[src/rtl/sdram_boot_pkg.sv]
package sdram_boot_pkg;

   typedef enum logic [1:0] {
      MEM_SDR   = 2'd0,
      MEM_DDR   = 2'd1,
      MEM_LPDDR = 2'd2,
      MEM_DDR2  = 2'd3
   } mem_kind_e;

   // {cs_n, ras_n, cas_n, we_n}
   typedef enum logic [3:0] {
      CMD_MODE = 4'b0000,
      CMD_REFR = 4'b0001,
      CMD_PALL = 4'b0010,
      CMD_IDLE = 4'b1111
   } bus_cmd_e;

   typedef enum logic [2:0] {
      ADDR_ZERO,
      ADDR_PALL,
      ADDR_EXT,
      ADDR_MODE_DLL,
      ADDR_MODE
   } addr_sel_e;

   typedef enum logic [1:0] {
      HOLD_NONE,
      HOLD_CKE,
      HOLD_MODE,
      HOLD_REFR
   } hold_sel_e;

   typedef enum logic [1:0] {
      ST_IDLE,
      ST_RUN,
      ST_FIN
   } run_state_e;

   typedef struct packed {
      bus_cmd_e  cmd;
      logic      raise_cke;
      logic [1:0] bank;
      addr_sel_e asel;
      hold_sel_e hsel;
   } boot_step_t;

   localparam boot_step_t STEP_BLANK = '{cmd: CMD_IDLE, raise_cke: 1'b0, bank: 2'd0,
                                         asel: ADDR_ZERO, hsel: HOLD_NONE};

   localparam int STEP_IDX_W = 3;

endpackage

[src/rtl/sdram_boot_steps.sv]
module sdram_boot_steps
   import sdram_boot_pkg::*;
#(
   parameter int MEM_KIND = 1
) (
   input  logic [STEP_IDX_W-1:0] idx,
   output boot_step_t            step
);
   localparam bit         HAS_EXT  = (MEM_KIND != 0);
   localparam logic [1:0] EXT_BANK = (MEM_KIND == 2) ? 2'd2 : 2'd1;

   if (HAS_EXT) begin : g_ext
      always_comb begin
         step = STEP_BLANK;
         case (idx)
            3'd0: step = '{CMD_IDLE, 1'b1, 2'd0,     ADDR_ZERO,     HOLD_CKE};
            3'd1: step = '{CMD_PALL, 1'b0, 2'd0,     ADDR_PALL,     HOLD_NONE};
            3'd2: step = '{CMD_MODE, 1'b0, EXT_BANK, ADDR_EXT,      HOLD_NONE};
            3'd3: step = '{CMD_MODE, 1'b0, 2'd0,     ADDR_MODE_DLL, HOLD_MODE};
            3'd4: step = '{CMD_PALL, 1'b0, 2'd0,     ADDR_PALL,     HOLD_NONE};
            3'd5: step = '{CMD_REFR, 1'b0, 2'd0,     ADDR_ZERO,     HOLD_REFR};
            3'd6: step = '{CMD_MODE, 1'b0, 2'd0,     ADDR_MODE,     HOLD_MODE};
            default: step = STEP_BLANK;
         endcase
      end
   end else begin : g_plain
      always_comb begin
         step = STEP_BLANK;
         case (idx)
            3'd0: step = '{CMD_IDLE, 1'b1, 2'd0, ADDR_ZERO,     HOLD_CKE};
            3'd1: step = '{CMD_PALL, 1'b0, 2'd0, ADDR_PALL,     HOLD_NONE};
            3'd2: step = '{CMD_MODE, 1'b0, 2'd0, ADDR_MODE_DLL, HOLD_MODE};
            3'd3: step = '{CMD_PALL, 1'b0, 2'd0, ADDR_PALL,     HOLD_NONE};
            3'd4: step = '{CMD_REFR, 1'b0, 2'd0, ADDR_ZERO,     HOLD_REFR};
            3'd5: step = '{CMD_MODE, 1'b0, 2'd0, ADDR_MODE,     HOLD_MODE};
            default: step = STEP_BLANK;
         endcase
      end
   end
endmodule

[src/rtl/sdram_boot_timer.sv]
module sdram_boot_timer
   import sdram_boot_pkg::*;
#(
   parameter int CNT_W     = 11,
   parameter int CKE_WAIT  = 2000,
   parameter int MODE_WAIT = 200,
   parameter int REF_WAIT  = 4
) (
   input  logic      clk,
   input  logic      rst,
   input  logic      load,
   input  hold_sel_e sel,
   output logic      expired
);
   logic [CNT_W-1:0] cnt_q;
   logic [CNT_W-1:0] load_val;

   always_comb begin
      case (sel)
         HOLD_CKE:  load_val = CNT_W'(CKE_WAIT);
         HOLD_MODE: load_val = CNT_W'(MODE_WAIT);
         HOLD_REFR: load_val = CNT_W'(REF_WAIT);
         default:   load_val = '0;
      endcase
   end

   always_ff @(posedge clk) begin
      if (rst) begin
         cnt_q <= '0;
      end else if (load) begin
         cnt_q <= load_val;
      end else if (cnt_q != '0) begin
         cnt_q <= cnt_q - 1'b1;
      end
   end

   assign expired = (cnt_q == '0);
endmodule

[src/rtl/sdram_boot_drive.sv]
module sdram_boot_drive
   import sdram_boot_pkg::*;
#(
   parameter int ADDR_W    = 13,
   parameter int BA_W      = 2,
   parameter int EXT_WORD  = 0,
   parameter int MODE_WORD = 0,
   parameter int DLL_WORD  = 0
) (
   input  logic              clk,
   input  logic              rst,
   input  logic              issue,
   input  logic              finish,
   input  boot_step_t        step,
   output logic              cke,
   output logic [3:0]        cmd_n,
   output logic [ADDR_W-1:0] addr,
   output logic [BA_W-1:0]   ba,
   output logic              done
);
   localparam logic [ADDR_W-1:0] PALL_ADDR = ADDR_W'(1) << 10;

   logic [ADDR_W-1:0] addr_mux;

   always_comb begin
      case (step.asel)
         ADDR_PALL:     addr_mux = PALL_ADDR;
         ADDR_EXT:      addr_mux = ADDR_W'(EXT_WORD);
         ADDR_MODE_DLL: addr_mux = ADDR_W'(MODE_WORD + DLL_WORD);
         ADDR_MODE:     addr_mux = ADDR_W'(MODE_WORD);
         default:       addr_mux = '0;
      endcase
   end

   always_ff @(posedge clk) begin
      if (rst) begin
         cke   <= 1'b0;
         cmd_n <= CMD_IDLE;
         addr  <= '0;
         ba    <= '0;
         done  <= 1'b0;
      end else begin
         if (issue) begin
            cmd_n <= step.cmd;
            addr  <= addr_mux;
            ba    <= BA_W'(step.bank);
            if (step.raise_cke) cke <= 1'b1;
         end else begin
            cmd_n <= CMD_IDLE;
            addr  <= '0;
            ba    <= '0;
         end
         if (finish) done <= 1'b1;
      end
   end
endmodule

[src/rtl/sdram_boot_seq.sv]
module sdram_boot_seq
   import sdram_boot_pkg::*;
#(
   parameter int MEM_KIND  = 1,
   parameter int CAS_LAT   = 3,
   parameter int PHASES    = 1,
   parameter int ADDR_W    = 13,
   parameter int BA_W      = 2,
   parameter int CKE_WAIT  = 2000,
   parameter int MODE_WAIT = 200,
   parameter int REF_WAIT  = 4,
   parameter int EXT_MODE  = 0,
   parameter int DLL_RESET = (MEM_KIND == 0) ? 0 : 'h100
) (
   input  logic              clk,
   input  logic              rst,
   input  logic              start,
   output logic              cke,
   output logic              cs_n,
   output logic              ras_n,
   output logic              cas_n,
   output logic              we_n,
   output logic [ADDR_W-1:0] addr,
   output logic [BA_W-1:0]   ba,
   output logic              done
);
   localparam int BURST_LEN = (MEM_KIND == 0) ? PHASES : 2 * PHASES;
   localparam int MODE_WORD = $clog2(BURST_LEN) + (CAS_LAT << 4);
   localparam int N_STEPS   = (MEM_KIND == 0) ? 6 : 7;
   localparam int MAX_A     = (CKE_WAIT > MODE_WAIT) ? CKE_WAIT : MODE_WAIT;
   localparam int MAX_WAIT  = (MAX_A > REF_WAIT) ? MAX_A : REF_WAIT;
   localparam int CNT_W     = (MAX_WAIT < 1) ? 1 : $clog2(MAX_WAIT + 1);

   if (MEM_KIND < 0 || MEM_KIND > 3) begin : g_bad_kind
      $error("MEM_KIND must be 0..3");
   end
   if (PHASES < 1 || (PHASES & (PHASES - 1)) != 0) begin : g_bad_phases
      $error("PHASES must be a power of two");
   end
   if (ADDR_W < 11) begin : g_bad_addr
      $error("ADDR_W must reach bit 10");
   end
   if (BA_W < 2) begin : g_bad_ba
      $error("BA_W must be at least 2");
   end
   if (MODE_WORD + DLL_RESET >= (1 << ADDR_W) || EXT_MODE >= (1 << ADDR_W)) begin : g_bad_word
      $error("mode words do not fit the address bus");
   end

   run_state_e              state_q;
   logic [STEP_IDX_W-1:0]   idx_q;
   logic [STEP_IDX_W-1:0]   look_idx;
   logic                    at_last;
   logic                    expired;
   logic                    issue;
   logic                    finish;
   boot_step_t              step;
   logic [3:0]              cmd_n;

   assign look_idx = (state_q == ST_IDLE) ? '0 : idx_q + 1'b1;
   assign at_last  = (idx_q == STEP_IDX_W'(N_STEPS - 1));
   assign issue    = ((state_q == ST_IDLE) && start) ||
                     ((state_q == ST_RUN) && expired && !at_last);
   assign finish   = (state_q == ST_RUN) && expired && at_last;

   always_ff @(posedge clk) begin
      if (rst) begin
         state_q <= ST_IDLE;
         idx_q   <= '0;
      end else begin
         if (issue) idx_q <= look_idx;
         if ((state_q == ST_IDLE) && start) state_q <= ST_RUN;
         else if (finish)                   state_q <= ST_FIN;
      end
   end

   sdram_boot_steps #(.MEM_KIND(MEM_KIND)) u_steps (
      .idx  (look_idx),
      .step (step)
   );

   sdram_boot_timer #(
      .CNT_W     (CNT_W),
      .CKE_WAIT  (CKE_WAIT),
      .MODE_WAIT (MODE_WAIT),
      .REF_WAIT  (REF_WAIT)
   ) u_timer (
      .clk     (clk),
      .rst     (rst),
      .load    (issue),
      .sel     (step.hsel),
      .expired (expired)
   );

   sdram_boot_drive #(
      .ADDR_W    (ADDR_W),
      .BA_W      (BA_W),
      .EXT_WORD  (EXT_MODE),
      .MODE_WORD (MODE_WORD),
      .DLL_WORD  (DLL_RESET)
   ) u_drive (
      .clk    (clk),
      .rst    (rst),
      .issue  (issue),
      .finish (finish),
      .step   (step),
      .cke    (cke),
      .cmd_n  (cmd_n),
      .addr   (addr),
      .ba     (ba),
      .done   (done)
   );

   assign {cs_n, ras_n, cas_n, we_n} = cmd_n;
endmodule

[config.mk]
export PLATFORM = sky130hd
export DESIGN_NAME = sdram_boot_seq
export DESIGN_NICKNAME = d
export VERILOG_FILES = /design/src/rtl/sdram_boot_pkg.sv /design/src/rtl/sdram_boot_steps.sv /design/src/rtl/sdram_boot_timer.sv /design/src/rtl/sdram_boot_drive.sv /design/src/rtl/sdram_boot_seq.sv
export SDC_FILE = /design/constraint.sdc
export NUM_CORES = 1
export LEC_CHECK = 0
export BUFFER_PORTS_ARGS = -buffer_cell sky130_fd_sc_hd__buf_2
export CAP_MARGIN = 20
export CORE_ASPECT_RATIO = 2
export CORE_MARGIN = 10
export CORE_UTILIZATION = 30
export CTS_CLUSTER_SIZE = 40
export DETAILED_ROUTE_END_ITERATION = 12
export HOLD_SLACK_MARGIN = 0.08
export PLACE_DENSITY = 0.59
export SLEW_MARGIN = 25
export SYNTH_ARGS = -nofsm -noshare
export SYNTH_HDL_FRONTEND = slang
export SYNTH_SLANG_ARGS = --single-unit
[constraint.sdc]
create_clock -name clk -period 4.2 [get_ports clk]
set_input_delay 0.42 -clock clk [delete_from_list [all_inputs] [get_ports clk]]
set_output_delay 0.42 -clock clk [all_outputs]
set_load 0.1 [all_outputs]
# Yosys cells after proc, flatten, opt, wreduce, memory -nomap -nowiden
# Cells that the tools add are included.
# W data, S select, Z words.
# totals
reg_bits	37
elab_cells	50
# op_classes
muxes	8
n_eq_ne	14
bitwise_logic	1
add_sub_neg	2
reduce_logical	16
# op_table
operator	count
$pmux W12 S6	1
$pmux W11 S3	2
$mux W11	2
$eq A3 B3 Y1 const B	5
$logic_not A11 Y1	1
$reduce_bool A11 Y1	1
$sub A11 B1 Y11 const B	1
$eq A3 B2 Y1 const B	3
$eq A3 B1 Y1 const B	2
$reduce_or A2 Y1	3
$eq A2 B1 Y1 const B	2
$eq A2 B2 Y1 const B	2
$logic_and A1 B1 Y1	4
$reduce_bool A2 Y1	2
$add A3 B1 Y3 const B	1
$logic_not A3 Y1	1
$mux W3	1
$logic_not A2 Y1	1
$mux W1	2
$reduce_and A2 Y1	1
$logic_not A1 Y1	1
$logic_or A1 B1 Y1	1
$not A1 Y1	1

# Depth between registers and ports, before layout
# Gate-level depths: netlist (run 1).
# depth
word_depth	8
mapped_depth	11
depth_no_buf	9

# Modules after synthesis
# Synthesis (run 1) repeated with hierarchy kept, for this count alone.
# hier_totals
hier_cells	170
area_unflattened_um2	1506.4
# by_module_without_submodules
mod	n_inst	area_per_inst_um2	cells_per_inst
sdram_boot_timer	1	646.9	68
sdram_boot_drive	1	407.9	38
sdram_boot_seq	1	305.3	39
sdram_boot_steps	1	146.4	25

# Least setup slack after synthesis (run 1)
# Ideal clock, no wire load.
# synth_timing
path_kind	register to register
from	register idx_q[0]
to	register u_timer.cnt_q[6]
stages_incl_launch_ff	12
period_less_slack_ps	2352
path_slack_ps	1848
t_arrival_ps	2281
required_time_ps	4130
cell_sequence	dfxtp_1 clkbuf_1 inv_1 ha_1 clkbuf_1 xnor2_1 nor2_1 a211oi_1 ha_1 inv_1 o211ai_1 a21oi_1
# synth_between
elab_chain_len	8
elab_cells_between_ends	21
cone_classes	add/sub (1); eq/ne (10); mux (4); reduce/logical (6)
# synth_rtl
element	line	rtl
start, declared	sdram_boot_seq.sv:51	logic [STEP_IDX_W-1:0] idx_q;
start signal, assigned	sdram_boot_seq.sv:71	if (issue) idx_q <= look_idx;
$add A3 B1 Y3	sdram_boot_seq.sv:60	assign look_idx = (state_q == ST_IDLE) ? '0 : idx_q + 1'b1;
$mux W3	sdram_boot_seq.sv:60	
$eq A3 B1 Y1 or $eq A3 B3 Y1 (tied branches)	sdram_boot_steps.sv:15	case (idx)
$reduce_or A2 Y1 (no source line)	n/a	
$pmux W12 S6	sdram_boot_steps.sv:15	
$eq A2 B2 Y1 or $eq A2 B1 Y1 (tied branches)	sdram_boot_timer.sv:19	case (sel)
$pmux W11 S3	sdram_boot_timer.sv:19	
$mux W11	sdram_boot_timer.sv:30	end else if (load) begin
end signal, assigned	sdram_boot_timer.sv:31	cnt_q <= load_val;
end signal, assigned	sdram_boot_timer.sv:33	cnt_q <= cnt_q - 1'b1;
end, declared	sdram_boot_timer.sv:15	logic [CNT_W-1:0] cnt_q;
# Several ways; a longest one is shown, not always the timed one.
# A chain may end at the register's enable or synchronous reset.

# Final worst setup path (run 1)
# Ends and elaborated chain as after synthesis.

==> impl.org, run 1 <==
** Clock network
- For this design, the CTS-stage hold fixing added 0 buffers.
- Bufs on Longest Clock Path :: 2
- In this run the number of H-tree levels came out at 1.
- The number of gates resized after CTS was 0.
- CTS root buf :: clkbuf_8
- Clock tree from TritonCTS :: built
- After clock tree synthesis, the setup repair step added 0 buffers.
- In this run, CTS created clock tree buffers numbering 3.
- # clock sinks :: 25
- The clock reaches the later pin of the worst-skew pair after about 0.27 ns.
- After clock tree synthesis, the clock-pin slew on the worst setup and hold paths is 0.09 ns.

** Cells and area
- Final Util :: 0.3299
- Combined area of the multi-input logic cells :: a little over 800 µm²
- # diodes :: 0
- For this run, the number of standard cells in the final layout without fillers is between 200 and 250.
- The sequential cells in the finished layout cover a total of about 500 µm².
- Of the cells placed in the final design, the portion with a size suffix greater than 1 is 0.1576.
- Counting the fill cells in the layout gives around 500.
- # nets final :: 176
- Area growth from synthesis to layout :: 5.974%

** Routing
- Mean routed wirelength per cell :: 14.85 µm
- For this run, the detailed router's first-pass iteration total came to 4.
- Antenna Violating Nets Remaining :: 0
- Total DRC errors in the routed layout :: 0
- Detailed router's first-iteration violation count :: between 60 and 70
- Detailed routing inserted a total of between 1000 and 1500 vias.
- Using the TritonRoute via totals, the vias-per-cell ratio works out to about 5.2.
- The final layout contains routed wiring with a total length of approximately 3.3 mm.

** STA
- Final hold violation count :: 0
- Clock skew on the completed layout was measured at 0.001591 ns.
- Max-slew headroom at the worst pin :: 0.6480
- Setup repair after global routing missed its margin :: false
- At the pin with the least slew margin, the transition time is between 0.5 and 0.6 ns.
- Subtracting the final worst setup slack from the clock period gives between 2 and 2.5 ns.
- Setup violations remaining at the end of the flow were counted as 0.
- Post-route worst hold slack :: ~0.45 ns
- Fmax :: approximately 400 MHz
- Max-slew violation count :: 0
- Of the available clock period, the critical path in the final layout requires 0.5894.
- Setup TNS after final layout :: 0 ns

** Global route
- Total global routing track utilization :: 0.07935
- The number of global-route vias before repair was approximately 1200.
- Global routing finished with a remaining overflow of 0.
- Pin count of the biggest net entering global routing :: 22
- Wire length of the first global-routing pass :: 5.513 mm
- The initial antenna violation count is 0.

** Worst setup path
- The critical path goes through ha_1, xor2_1, xnor2_1, nor2_1, a211oi_1, ha_1, inv_1, o211ai_1, a21oi_1.
- Dominant cell type by count on the critical path :: ha_1
- The largest single stage delay on the critical path is between 0.6 and 0.7 ns.
- Data on the critical path arrives at its endpoint at between 2 and 3 ns.
- Req. time, crit path :: roughly 4.4 ns
- Along the worst path, the maximum fanout reaches 15.
- Critical Path Sink Type :: flip-flop
- Kind of start point of the critical path :: flip-flop
- The critical path in this run is classified as flip-flop to flip-flop.
- Cell type of the slowest stage on the worst timing path :: dfxtp_1

** Power and ir drop
- Total power of the final layout :: approximately 900 µW
- Of the total power, combinational logic draws 0.465.
- Standby leakage power :: 0.5649 nW
- The worst-case IR drop observed on VDD is ~240 µV.
- Sequential share of power :: 0.373
- Of the total power, the share spent switching nets is 0.4424.
- Clock Power Share :: 0.163
- Cell-internal power :: between 500 and 600 µW
- Dividing total power by cell area gives a power density of 591.3 mW/mm².
- For this design the total switching power over the nets is 400.6 µW.

** Yosys
- Of the synthesized area, sequential elements account for 0.3463.
- Count of cell types in the netlist :: 44
- Post-synthesis compound-gate area fraction :: 0.1991
- Synthesized area per cell :: a little over 9 µm²
- Synthesized instance count :: 159
- Post-synth top cells :: dfxtp_1, o211ai_1, a21oi_1, buf_4
- Number of synthesized flops with an enable pin :: 0
- Count of state elements after synthesis :: 25
- Of the total synthesized cell area, the portion taken by AND, OR, NAND and NOR gates is 0.2182.
- Share of the synthesized area in the top cell type :: 0.3463
- dfxtp_1 takes more of the synthesized area than any other cell.
- The most used flip-flop cell after synthesis is dfxtp_1.
- After synthesis the cells add up to approximately 0.0014 mm².
- Top cells by area, synth :: dfxtp_1, o211ai_1, buf_4
- Of the total synthesized cell area, the portion taken by full adders, half adders and majority gates is 0.06061.
- Proportion of register bits with asynchronous set or reset after synthesis :: 0
- For this run, the number of Yosys warnings is 0.
- Xor-xnor portion of the synthesized cell area :: 0.06667
- Dominant combinational cell family by area after synthesis :: simple AND/OR/NAND/NOR gates
- Cell with the most instances after synthesis :: dfxtp_1
- The portion of synthesized area spent on multiplexers is 0.

** Floorplan
- Vertical extent of the die :: between 100 and 150 µm
- The floorplan step set the die width to 69.08 µm.
- The die covers ~0.0082 mm².
- Floorplan Core Area :: 0.004642 mm²
- I/O Pins :: 24
- The floorplan has 35 rows.
- For this configuration, the core starts out at a cell density of 0.3113.

** Placement
- Final weighted congestion in routability-driven placement :: about 0.76
- The number of placed instances, taps included, is approximately 220.
- Input and output buffers added on the ports amount to 14.
- Post-DP HPWL :: about 2.5 mm

** Run
- Across the run, the number of max-cap violations was 0.

** Run status
- Run status :: completed

** Worst hold path
- The path class of the tightest hold or removal check is flip-flop to flip-flop.
-- cell type report --
type | count | area share
well taps | 55 | 0.04493
inverters | 7 | 0.01716
flip-flops and latches | 25 | 0.3268
repair buffers | 14 | 0.04575
multi-input cells | 115 | 0.5359
clock buffers | 4 | 0.02941
-- power groups by stage --
stage	logic (mW)	clock network [mW]	registers, mW
after floorplan	0.371	0	0.342
after detailed placement	0.421	0	0.341
final	0.421	0.147	0.337
after CTS	0.424	0.150	0.336
after global placement	0.422	0	0.341
after global routing	0.471	0.155	0.345
-- through the flow --
step | setup WS (ns) | area (µm²)
2_1_floorplan | 1.848 | 1475
3_3_place_gp | 1.831 | 1486
3_5_place_dp | 1.750 | 1486
4_1_cts | 1.743 | 1531
5_1_grt | 1.411 | 1531
6_report | 1.724 | 1531
-- sequential cells by signal (all words and copies together) (netlist names) --
name           flops
state_q            2
u_drive.done       1
u_drive.ba         1
u_drive.cke        1
u_drive.cmd_n      3
u_timer.cnt_q     11
idx_q              3
u_drive.addr       3
-- final timing paths --
kind	startpoint	end	slack, ns	cells after the start
max	idx_q[0]$_SDFFE_PP0P_	u_timer.cnt_q[6]$_SDFFE_PP0P_	1.72	9
max reg2reg	idx_q[0]$_SDFFE_PP0P_	u_timer.cnt_q[6]$_SDFFE_PP0P_	1.72	9
min	u_drive.cke$_SDFFE_PP0P_	u_drive.cke$_SDFFE_PP0P_	0.45	2
min reg2reg	u_drive.cke$_SDFFE_PP0P_	u_drive.cke$_SDFFE_PP0P_	0.45	2
-- layer usage --
layer,track usage,vias to the layer above,wire (µm)
met5,0,-,0
met4,0.04557,0,78
met3,0.01759,5,229
met2,0.1453,35,1729
met1,0.07838,532,1230
li1,-,579,-
-- placed cells by master, fill, tap and decap left out, types with 3 or more instances in the layout --
cell type,count
o22ai_1,3
a21oi_1,12
or4_1,6
nand3_1,4
inv_1,7
nor3b_1,3
o211ai_1,13
xnor2_1,5
nor2_1,5
nand2_1,3
nor3_1,3
clkbuf_8,3
conb_1,9
ha_1,7
dfxtp_1,25
nor4_1,5
xor2_1,6
buf_2,14
-- logic make-up after synthesis --
family	after synthesis
AO/OA/AOI/OAI	42
flip-flops	25
adder cells (fa/ha/maj)	7
buffers and inverters	27
XOR/XNOR	11
AND/OR/NAND/NOR	46
other	1
-- worst max-delay path: cells and delay by family (launching register included) --
kind	cells	cell delay [ns]
buffers and inverters	1	0.05
AND/OR/NAND/NOR	1	0.07
AO/OA/AOI/OAI	3	0.57
flip-flops	1	0.61
XOR/XNOR	2	0.53
adder cells (fa/ha/maj)	2	0.57
No activity file was read; power rests on OpenSTA's default activity.
==> inputs of run 2 (changes only) <==
==> constraint.sdc (replaced) <==
create_clock -name clk -period 2.5 [get_ports clk]
set_input_delay 0.25 -clock clk [delete_from_list [all_inputs] [get_ports clk]]
set_output_delay 0.25 -clock clk [all_outputs]
set_load 0.1 [all_outputs]
==> run 2 against run 1 <==
Register-to-register slack lost 1.4 ns. Die area is the same. Routed wire length grew 5.9%. Critical endpoint unchanged. Sequential power grew 67%. Final area grew 1.5%. Sequential share of layout area shrank 0.47 points. Critical path type unchanged. Utilization grew 0.49 points. Fmax grew 14%.
==> impl.org, run 2 (synthesis results as in run 1) <==
** Run status
- Run status :: completed

** Cells and area
- Relative to the synthesized area, the layout overhead comes to 7.532%.
- Filler Cells Inserted :: 504 (-0.79%)
- The final net count was 179 (+1.7%).
- In the layout the commonest cells are dfxtp_1, buf_2, o211ai_1.
- Counting flops per register, the top entry is u_timer.cnt_q.
- Reg area :: 500.5 µm² (unchanged)
- The combined area of the multi-input logic cells came to 820.8 µm² (unchanged).
- The share of cells above drive strength 1 was 0.1726 (+0.01504).
- The final design area excluding fillers is 0.001554 mm² (+1.5%).
- Final Util :: 0.3348 (+0.004852)
- # diodes :: 0 (unchanged)
- Leaving out fill and tap cells, the most frequent cell in the layout is dfxtp_1.
- Number of flip-flops under the largest register name :: 11 (unchanged)

** Clock network
- Clock-pin slew reported for the worst setup and hold paths after clock tree synthesis :: 0.09 ns (about the same)
- Count of buffers added by post-CTS timing repair for setup :: 0 (unchanged)
- The hold-fix buffer count after cts was 0 (unchanged).
- The number of cells upsized or downsized after cts came to 0 (unchanged).
- Latest clock arrival within the worst-skew pair :: 0.28 ns (about the same)
- # clock sinks :: 25 (unchanged)
- TritonCTS built the clock tree.
- The number of H-tree branching levels came to 1 (unchanged).
- The tree is rooted in a clkbuf_8.
- Number of buffers created by CTS :: 3 (unchanged)
- The number of buffers between clock root and the deepest sink was 2 (unchanged).

** Placement
- The number of port buffers is 14 (unchanged).
- The post-DP HPWL was 2.613 mm (+3.2%).
- The final RePlAce weighted congestion was 0.7741 (+1.7%).
- The total cell area at the placement stage is 0.001509 mm² (+1.5%).

** Worst setup path
- The data arrival time of the critical path is 2.37 ns (-0.31 ns).
- Source of the worst register-to-register timing path :: idx_q[1]$_SDFFE_PP0P_
- In this run the critical register-to-register path is captured at u_timer.cnt_q[6]$_SDFFE_PP0P_.
- The maximum net fanout on the critical path is 4 (-11).
- The worst setup slack for register-to-register paths came to 0.33 ns (-1.39 ns).
- The worst setup path is launched from a flip-flop.
- STA classifies the critical path endpoint as a flip-flop.
- The setup path with the least slack is of type flip-flop to flip-flop.
- The count of cells along the worst register-to-register path came to 9 (unchanged).
- Req. time, crit path :: 2.70 ns (-1.71 ns)

** STA
- Final hold violation count :: 0 (unchanged)
- The final critical delay including setup and external delays is 2.169 ns (-0.3066 ns).
- The fraction of the cycle the final worst path needs was 0.8676 (+0.2782).
- Setup repair after global routing missed its margin :: false
- Setup TNS after final layout :: 0 ns (unchanged)
- Max-slew violation count :: 0 (unchanged)
- The number of endpoints failing setup at the final stage came to 0 (unchanged).
- Transition time of the tightest slew-check pin :: 0.5256 ns (+0.001369 ns)
- Worst Clk Skew :: 0.006616 ns (+0.005025 ns)
- Fmax :: 461.1 MHz (+14%)
- The post-route worst hold slack was 0.3809 ns (-0.06502 ns).
- Max-slew headroom at the worst pin :: 0.6464 (-0.001633)

** Power and ir drop
- Cell-internal power :: 860.6 µW (+70%)
- Proportion of power drawn by combinational gates :: 0.476 (+0.011)
- The static leakage is 0.5789 nW (+2.5%).
- Fraction of power spent switching nets :: 0.4438 (+0.001381)
- Total power divided by cell area :: 995.7 mW/mm² (+68%)
- Sequential share of power :: 0.364 (-0.009)
- The power after layout was 1.547 mW (+71%).
- Clock Power Share :: 0.160 (-0.003)
- Switching pwr :: 686.7 µW (+71%)
- The worst supply voltage drop on vdd was 403.5 µV (+70%).

** Routing
- Antenna Violating Nets Remaining :: 0 (unchanged)
- The length of the first detailed-routing pass in iterations came to 4 (unchanged).
- Total DRC errors in the routed layout :: 0 (unchanged)
- The detail-routed net length per standard cell is 15.52 µm (+4.5%).
- The number of vias per cell came to 5.260 (+0.54%).
- Final routed wirelength across all metal layers :: 3.460 mm (+5.9%)
- The vias after detailed routing is 1173 (+1.9%).
- The initial DRC count was 83 (+36%).

** Global route
- Initial antenna violation count :: 0 (unchanged)
- Number of global-route vias before repair :: 1172 (+0.86%)
- The remaining global-route overflow came to 0 (unchanged).
- Pin count of the biggest net entering global routing :: 22 (unchanged)
- The first-pass GRT wire length came to 5.685 mm (+3.1%).
- The global-route usage over all layers is 0.08174 (+0.002381).

** Floorplan
- The horizontal extent of the die is 69.08 µm (unchanged).
- Die Footprint :: 0.008162 mm² (unchanged)
- Effective utilization at floorplan :: 0.3113 (unchanged)
- Vertical extent of the die :: 118.2 µm (unchanged)
- Std cell rows :: 35 (unchanged)
- The placeable core region was 0.004642 mm² (unchanged).
- I/O Pins :: 24 (unchanged)

** Worst hold path
- In this run the worst hold path is classified as primary input to flip-flop.
- The number of cells on the worst hold path came to 2 (unchanged).
- The worst hold path terminates at u_drive.done$_SDFFE_PP0P_.
- The startpoint identified for the worst hold timing path is rst.

** Run
- Max-cap violations :: 0 (unchanged)
[run 2: cell count changes in the layout (fill, tap and decap cells not counted)]
cell | previous run | this run
buf_4 | 0 | 3
[run 2: layout make-up]
class,count,area share
Multi-Input combinational cell,115,0.5282
Sequential cell,25,0.3221
Timing Repair Buffer,17,0.05958
Tap cell,55,0.04428
Clock buffer,4,0.02899
Inverter,7,0.01691
[run 2: layer usage]
layer | up-vias | track usage | part of all wire
li1 | 589 | - | -
met1 | 544 | 0.08041 | 0.39
met2 | 35 | 0.1522 | 0.54
met3 | 5 | 0.01759 | 0.055
met4 | 0 | 0.04304 | 0.021
met5 | - | 0 | 0
[run 2: critical path, stage by stage, from the launching register on]
cell      delay [ns]
dfxtp_1         0.36
ha_1            0.20
xor2_1          0.37
xnor2_1         0.17
nor2_1          0.07
a211oi_1        0.31
ha_1            0.29
inv_1           0.05
o211ai_1        0.10
a21oi_1         0.16
[run 2: metrics by stage]
step	cells	worst slack, ns
5_1_grt	223	0.08518
4_1_cts	223	0.3395
2_1_floorplan	167	0.1482
3_3_place_gp	219	0.4171
6_report	223	0.3310
3_5_place_dp	219	0.3761
[run 2: power groups by stage]
stage               Sequential, mW  Combinational (mW)  Clock [mW]
floorplan                    0.574               0.623           0
global placement             0.571               0.732           0
detailed placement           0.571               0.735           0
CTS                          0.562               0.744       0.259
global route                 0.577               0.815       0.265
finish                       0.563               0.736       0.248
[run 2: worst max-delay path by stage]
| stage | slack, ns | cells after the start | startpoint | to |
|---|---|---|---|---|
| after detailed placement | 0.38 | 9 | idx_q[0]$_SDFFE_PP0P_ | u_timer.cnt_q[6]$_SDFFE_PP0P_ |
| after global placement | 0.42 | 8 | idx_q[0]$_SDFFE_PP0P_ | u_timer.cnt_q[6]$_SDFFE_PP0P_ |
| final | 0.33 | 9 | idx_q[1]$_SDFFE_PP0P_ | u_timer.cnt_q[6]$_SDFFE_PP0P_ |
| after floorplan | 0.15 | 11 | idx_q[0]$_SDFFE_PP0P_ | u_timer.cnt_q[6]$_SDFFE_PP0P_ |
| after global routing | 0.09 | 9 | idx_q[0]$_SDFFE_PP0P_ | u_timer.cnt_q[6]$_SDFFE_PP0P_ |
| after CTS | 0.34 | 8 | idx_q[0]$_SDFFE_PP0P_ | u_timer.cnt_q[6]$_SDFFE_PP0P_ |
==> inputs of run 3 (changes only) <==
--- a/config.mk
+++ b/config.mk
@@ -17,4 +17,5 @@
 export SLEW_MARGIN = 25
 export SYNTH_ARGS = -nofsm -noshare
 export SYNTH_HDL_FRONTEND = slang
+export SYNTH_HIERARCHICAL = 1
 export SYNTH_SLANG_ARGS = --single-unit
==> constraint.sdc (replaced) <==
create_clock -name clk -period 2.7 [get_ports clk]
set_input_delay 0.27 -clock clk [delete_from_list [all_inputs] [get_ports clk]]
set_output_delay 0.27 -clock clk [all_outputs]
set_load 0.1 [all_outputs]
==> run 3 against run 2 <==
Global-route usage down 0.81 points. Via count up 0.17%. Utilization up 0.50 points. Highest routed layer unchanged. Critical endpoint is now u_timer/cnt_q[9]$_SDFFE_PP0P_. Synthesized cell count up 6.9%. Flip-flop and latch count up 2. Worst setup slack worse by 0.024 ns. Synthesized area up 4.2%. Fmax down 9.4%. Power down 2.1%. Die area up 3.3%. Cell count up 8.1%. First-iteration DRC count down 72%.
==> impl.org, run 3 <==
** Yosys
- Main synth FF type :: dfxtp_1
- Count of cell types in the netlist :: 47 (+6.8%)
- Yosys attributes the largest share of cell area to dfxtp_1, buf_4, ha_1.
- Synthesized area per cell :: 8.861 µm² (-2.5%)
- Synthesized instance count :: 170 (+6.9%)
- The area of the mapped netlist is 0.001506 mm² (+4.2%).
- Cell taking the most area after synthesis :: dfxtp_1
- The async set-reset flop share out of synthesis is 0 (unchanged).
- Post-synth top cells :: dfxtp_1, nor2_1, a21oi_1, buf_4, nand2_1
- The register bit count reported by yosys came to 27 (+8.0%).
- Cell with the most instances after synthesis :: dfxtp_1
- The portion of the post-synthesis area used by sequential elements came to 0.3588 (+0.01248).
- The number of enable flip-flop cells after synthesis was 0 (unchanged).
- Share of the synthesized area in the top cell type :: 0.3588 (+0.01248)
- The count of warnings emitted by yosys was 6 (+6).

** Routing
- Final routed wirelength across all metal layers :: 3.090 mm (-11%)
- Detailed router's first-iteration violation count :: 23 (-72%)
- The number of vias per cell is 4.876 (-7.3%).
- The number of design rule violations left after detail routing was 0 (unchanged).
- The detail-routed net length per standard cell is 12.82 µm (-17%).
- Number of iterations in the first detailed-routing pass :: 5 (+1)
- The post-detailed-route count of antenna-violating nets is 0 (unchanged).
- Detailed-route via count :: 1175 (+0.17%)

** Worst setup path
- The worst setup path is of the flip-flop to flip-flop kind.
- The maximum net fanout on the critical path was 11 (+7).
- The critical path starts at u_timer/cnt_q[1]$_SDFFE_PP0P_.
- Cell count of the worst reg-to-reg path :: 10 (+1)
- The cell that appears most often on the critical path is nand2_1.
- The worst setup slack for register-to-register paths is 0.31 ns (-0.02 ns).
- The largest incremental delay on the critical path was 0.43 ns (+0.06 ns).
- STA classifies the critical path endpoint as a flip-flop.
- Worst flop-to-flop path endpoint :: u_timer/cnt_q[9]$_SDFFE_PP0P_
- For this design, the slowest cell found on the critical path is or3b_4.
- Req. time, crit path :: 2.91 ns (+0.21 ns)
- The worst setup path is launched from a flip-flop.
- CP cell instances :: inv_1, ha_1, or3b_4, nor4b_4, nand2_1, o21a_1, nor2_1, buf_4, nand2_1, o22ai_1
- Count of buffering cells on the critical path with inverters included :: 2 (+1)
- Source of the worst register-to-register timing path :: u_timer/cnt_q[1]$_SDFFE_PP0P_
- Top Family by Delay on Critical Path :: simple AND/OR/NAND/NOR gates
- The data arrival time of the critical path is 2.60 ns (+0.23 ns).

** Clock network
- Clock tree synthesis selected as its root buffer the cell clkbuf_8.
- Bufs on Longest Clock Path :: 2 (unchanged)
- Number of levels in the clock H-tree :: 1 (unchanged)
- The CTS buffer count came to 3 (unchanged).
- Clock-pin slew reported for the worst setup and hold paths after clock tree synthesis :: 0.09 ns (about the same)
- TritonCTS built the clock tree.
- Post-CTS Hold Buffers :: 0 (unchanged)
- The worst-skew pair later-pin latency was 0.27 ns (about the same).
- The total clock sinks is 27 (+8.0%).

** Worst hold path
- Number of instances on the worst hold path :: 3 (+1)
- Start point of the worst hold path :: start
- For hold timing, the worst endpoint is state_q[0]$_SDFFE_PP0P_.
- Class of the tightest hold or removal check :: primary input to flip-flop

** STA
- Setup repair after global routing left no endpoint under its margin.
- Crit path time final :: 2.393 ns (+0.2241 ns)
- The post-route clock skew is 0.002361 ns (-0.004256 ns).
- The total count of max-transition violations in the final report is 0 (unchanged).
- Fmax :: 417.9 MHz (-9.4%)
- Setup violation total in the final timing report :: 0 (unchanged)
- Final hold violation count :: 0 (unchanged)
- The setup TNS was 0 ns (unchanged).
- Final Cycle Share :: 0.8863 (+0.01874)

** Power and ir drop
- Total power divided by cell area :: 916.6 mW/mm² (-7.9%)
- Standby leakage power :: 0.6685 nW (+15%)
- Total power of the final layout :: 1.515 mW (-2.1%)
- Peak VDD IR :: 342.5 µV (-15%)

** Global route
- The maximum number of pins on one net before global-route repair is 21 (-4.5%).
- The number of global-route vias before repair came to 1155 (-1.5%).
- Overflow after GRT :: 0 (unchanged)
- The global-route usage over all layers was 0.07359 (-0.008145).
- The first-pass GRT wire length was 5.175 mm (-9.0%).
- The initial antenna violation count was 0 (unchanged).

** Floorplan
- Std cell rows :: 36 (+2.9%)
- The die boundary height is 120.2 µm (+1.7%).
- Die Footprint :: 0.008428 mm² (+3.3%)
- I/O Pins :: 24 (unchanged)
- Floorplan Core Area :: 0.004865 mm² (+4.8%)
- Overall die width :: 70.11 µm (+1.5%)
- Effective utilization at floorplan :: 0.3097 (-0.001650)

** Cells and area
- # diodes :: 0 (unchanged)
- In the final layout, the registers with the most flip-flops are u_timer/cnt_q x11, u_drive/cmd_n x4.
- The share of cells above drive strength 1 was 0.2120 (+0.03934).
- In the layout the commonest cells are dfxtp_1, buf_2, nor2_1.
- # nets final :: 194 (+8.4%)
- Leading cell type in the layout, fill and taps excluded :: dfxtp_1
- Counting flops per register, the top entry is u_timer/cnt_q.
- Number of flip-flops under the largest register name :: 11 (unchanged)
- The area growth from synthesis to layout is 9.718%.

** Run
- The max-capacitance violation count is 0 (unchanged).

** Run status
- Run status :: completed

** Placement
- Final weighted congestion in routability-driven placement :: 0.8603 (+11%)
- The number of port buffers was 15 (+1).
- Post-DP HPWL :: 2.482 mm (-5.0%)
==> run 3: logic make-up after synthesis <==
family,synth area share
flops,0.3588
fa+ha+maj,0.04983
compound gates,0.1570
simple gates,0.2666
other cells,0.004985
xor+xnor,0.04070
mux,0.007475
buf+inv,0.1146
==> run 3: power breakdown <==
group          leakage (nW)  internal (mW)  switching [mW]
registers             0.221          0.477          0.0778
logic                 0.426          0.315           0.415
clock network        0.0217          0.105           0.127
==> run 3: worst max-delay path by stage <==
stage,endpoint,slack [ns],cells past startpoint
after floorplan,u_timer/cnt_q[9]$_SDFFE_PP0P_,0.12,12
after global placement,u_drive/addr[8]$_SDFF_PP0_,0.28,9
after detailed placement,u_drive/addr[8]$_SDFF_PP0_,0.22,9
after CTS,u_drive/addr[8]$_SDFF_PP0_,0.19,9
after global routing,u_timer/cnt_q[4]$_SDFFE_PP0P_,0.05,10
final,u_timer/cnt_q[9]$_SDFFE_PP0P_,0.31,10
==> run 3: worst min-delay path, cell delays in order <==
cell,delay [ns]
buf_2,0.09
a21oi_1,0.06
nor3_1,0.12
==> run 3: timing repair <==
item	CTS	global route
buffers inserted	0	0
gates resized for setup	0	2
endpoints found under the setup margin	0	10
hold endpoints to repair	0	0
==> run 3: routing by layer <==
layer | GRT usage | part of all wire
met1 | 0.06232 | 0.35
met5 | 0 | 0
met2 | 0.1458 | 0.60
met3 | 0.009828 | 0.030
met4 | 0.05707 | 0.027
==> run 3: stage by stage <==
stage | setup WS (ns) | instances | hold WS [ns] | util | cell area [µm²]
2_1_floorplan | 0.1180 | 177 | 0.3389 | - | 1534
3_3_place_gp | 0.2766 | 237 | 0.4457 | 0.3282 | 1597
3_5_place_dp | 0.2214 | 237 | 0.4545 | 0.3282 | 1597
4_1_cts | 0.1937 | 241 | 0.3129 | 0.3382 | 1645
5_1_grt | 0.05231 | 241 | 0.3274 | 0.3398 | 1653
6_report | 0.3069 | 241 | 0.3058 | 0.3398 | 1653
==> run 3: layout make-up <==
| type | count | area, µm² |
|---|---|---|
| Fill cell | 528 | 3212 |
| Multi-Input combinational cell | 122 | 827.0 |
| Clock inverter | 1 | 7.507 |
| Tap cell | 57 | 71.32 |
| Clock buffer | 3 | 41.29 |
| Timing Repair Buffer | 23 | 135.1 |
| Inverter | 8 | 30.03 |
| Sequential cell | 27 | 540.5 |
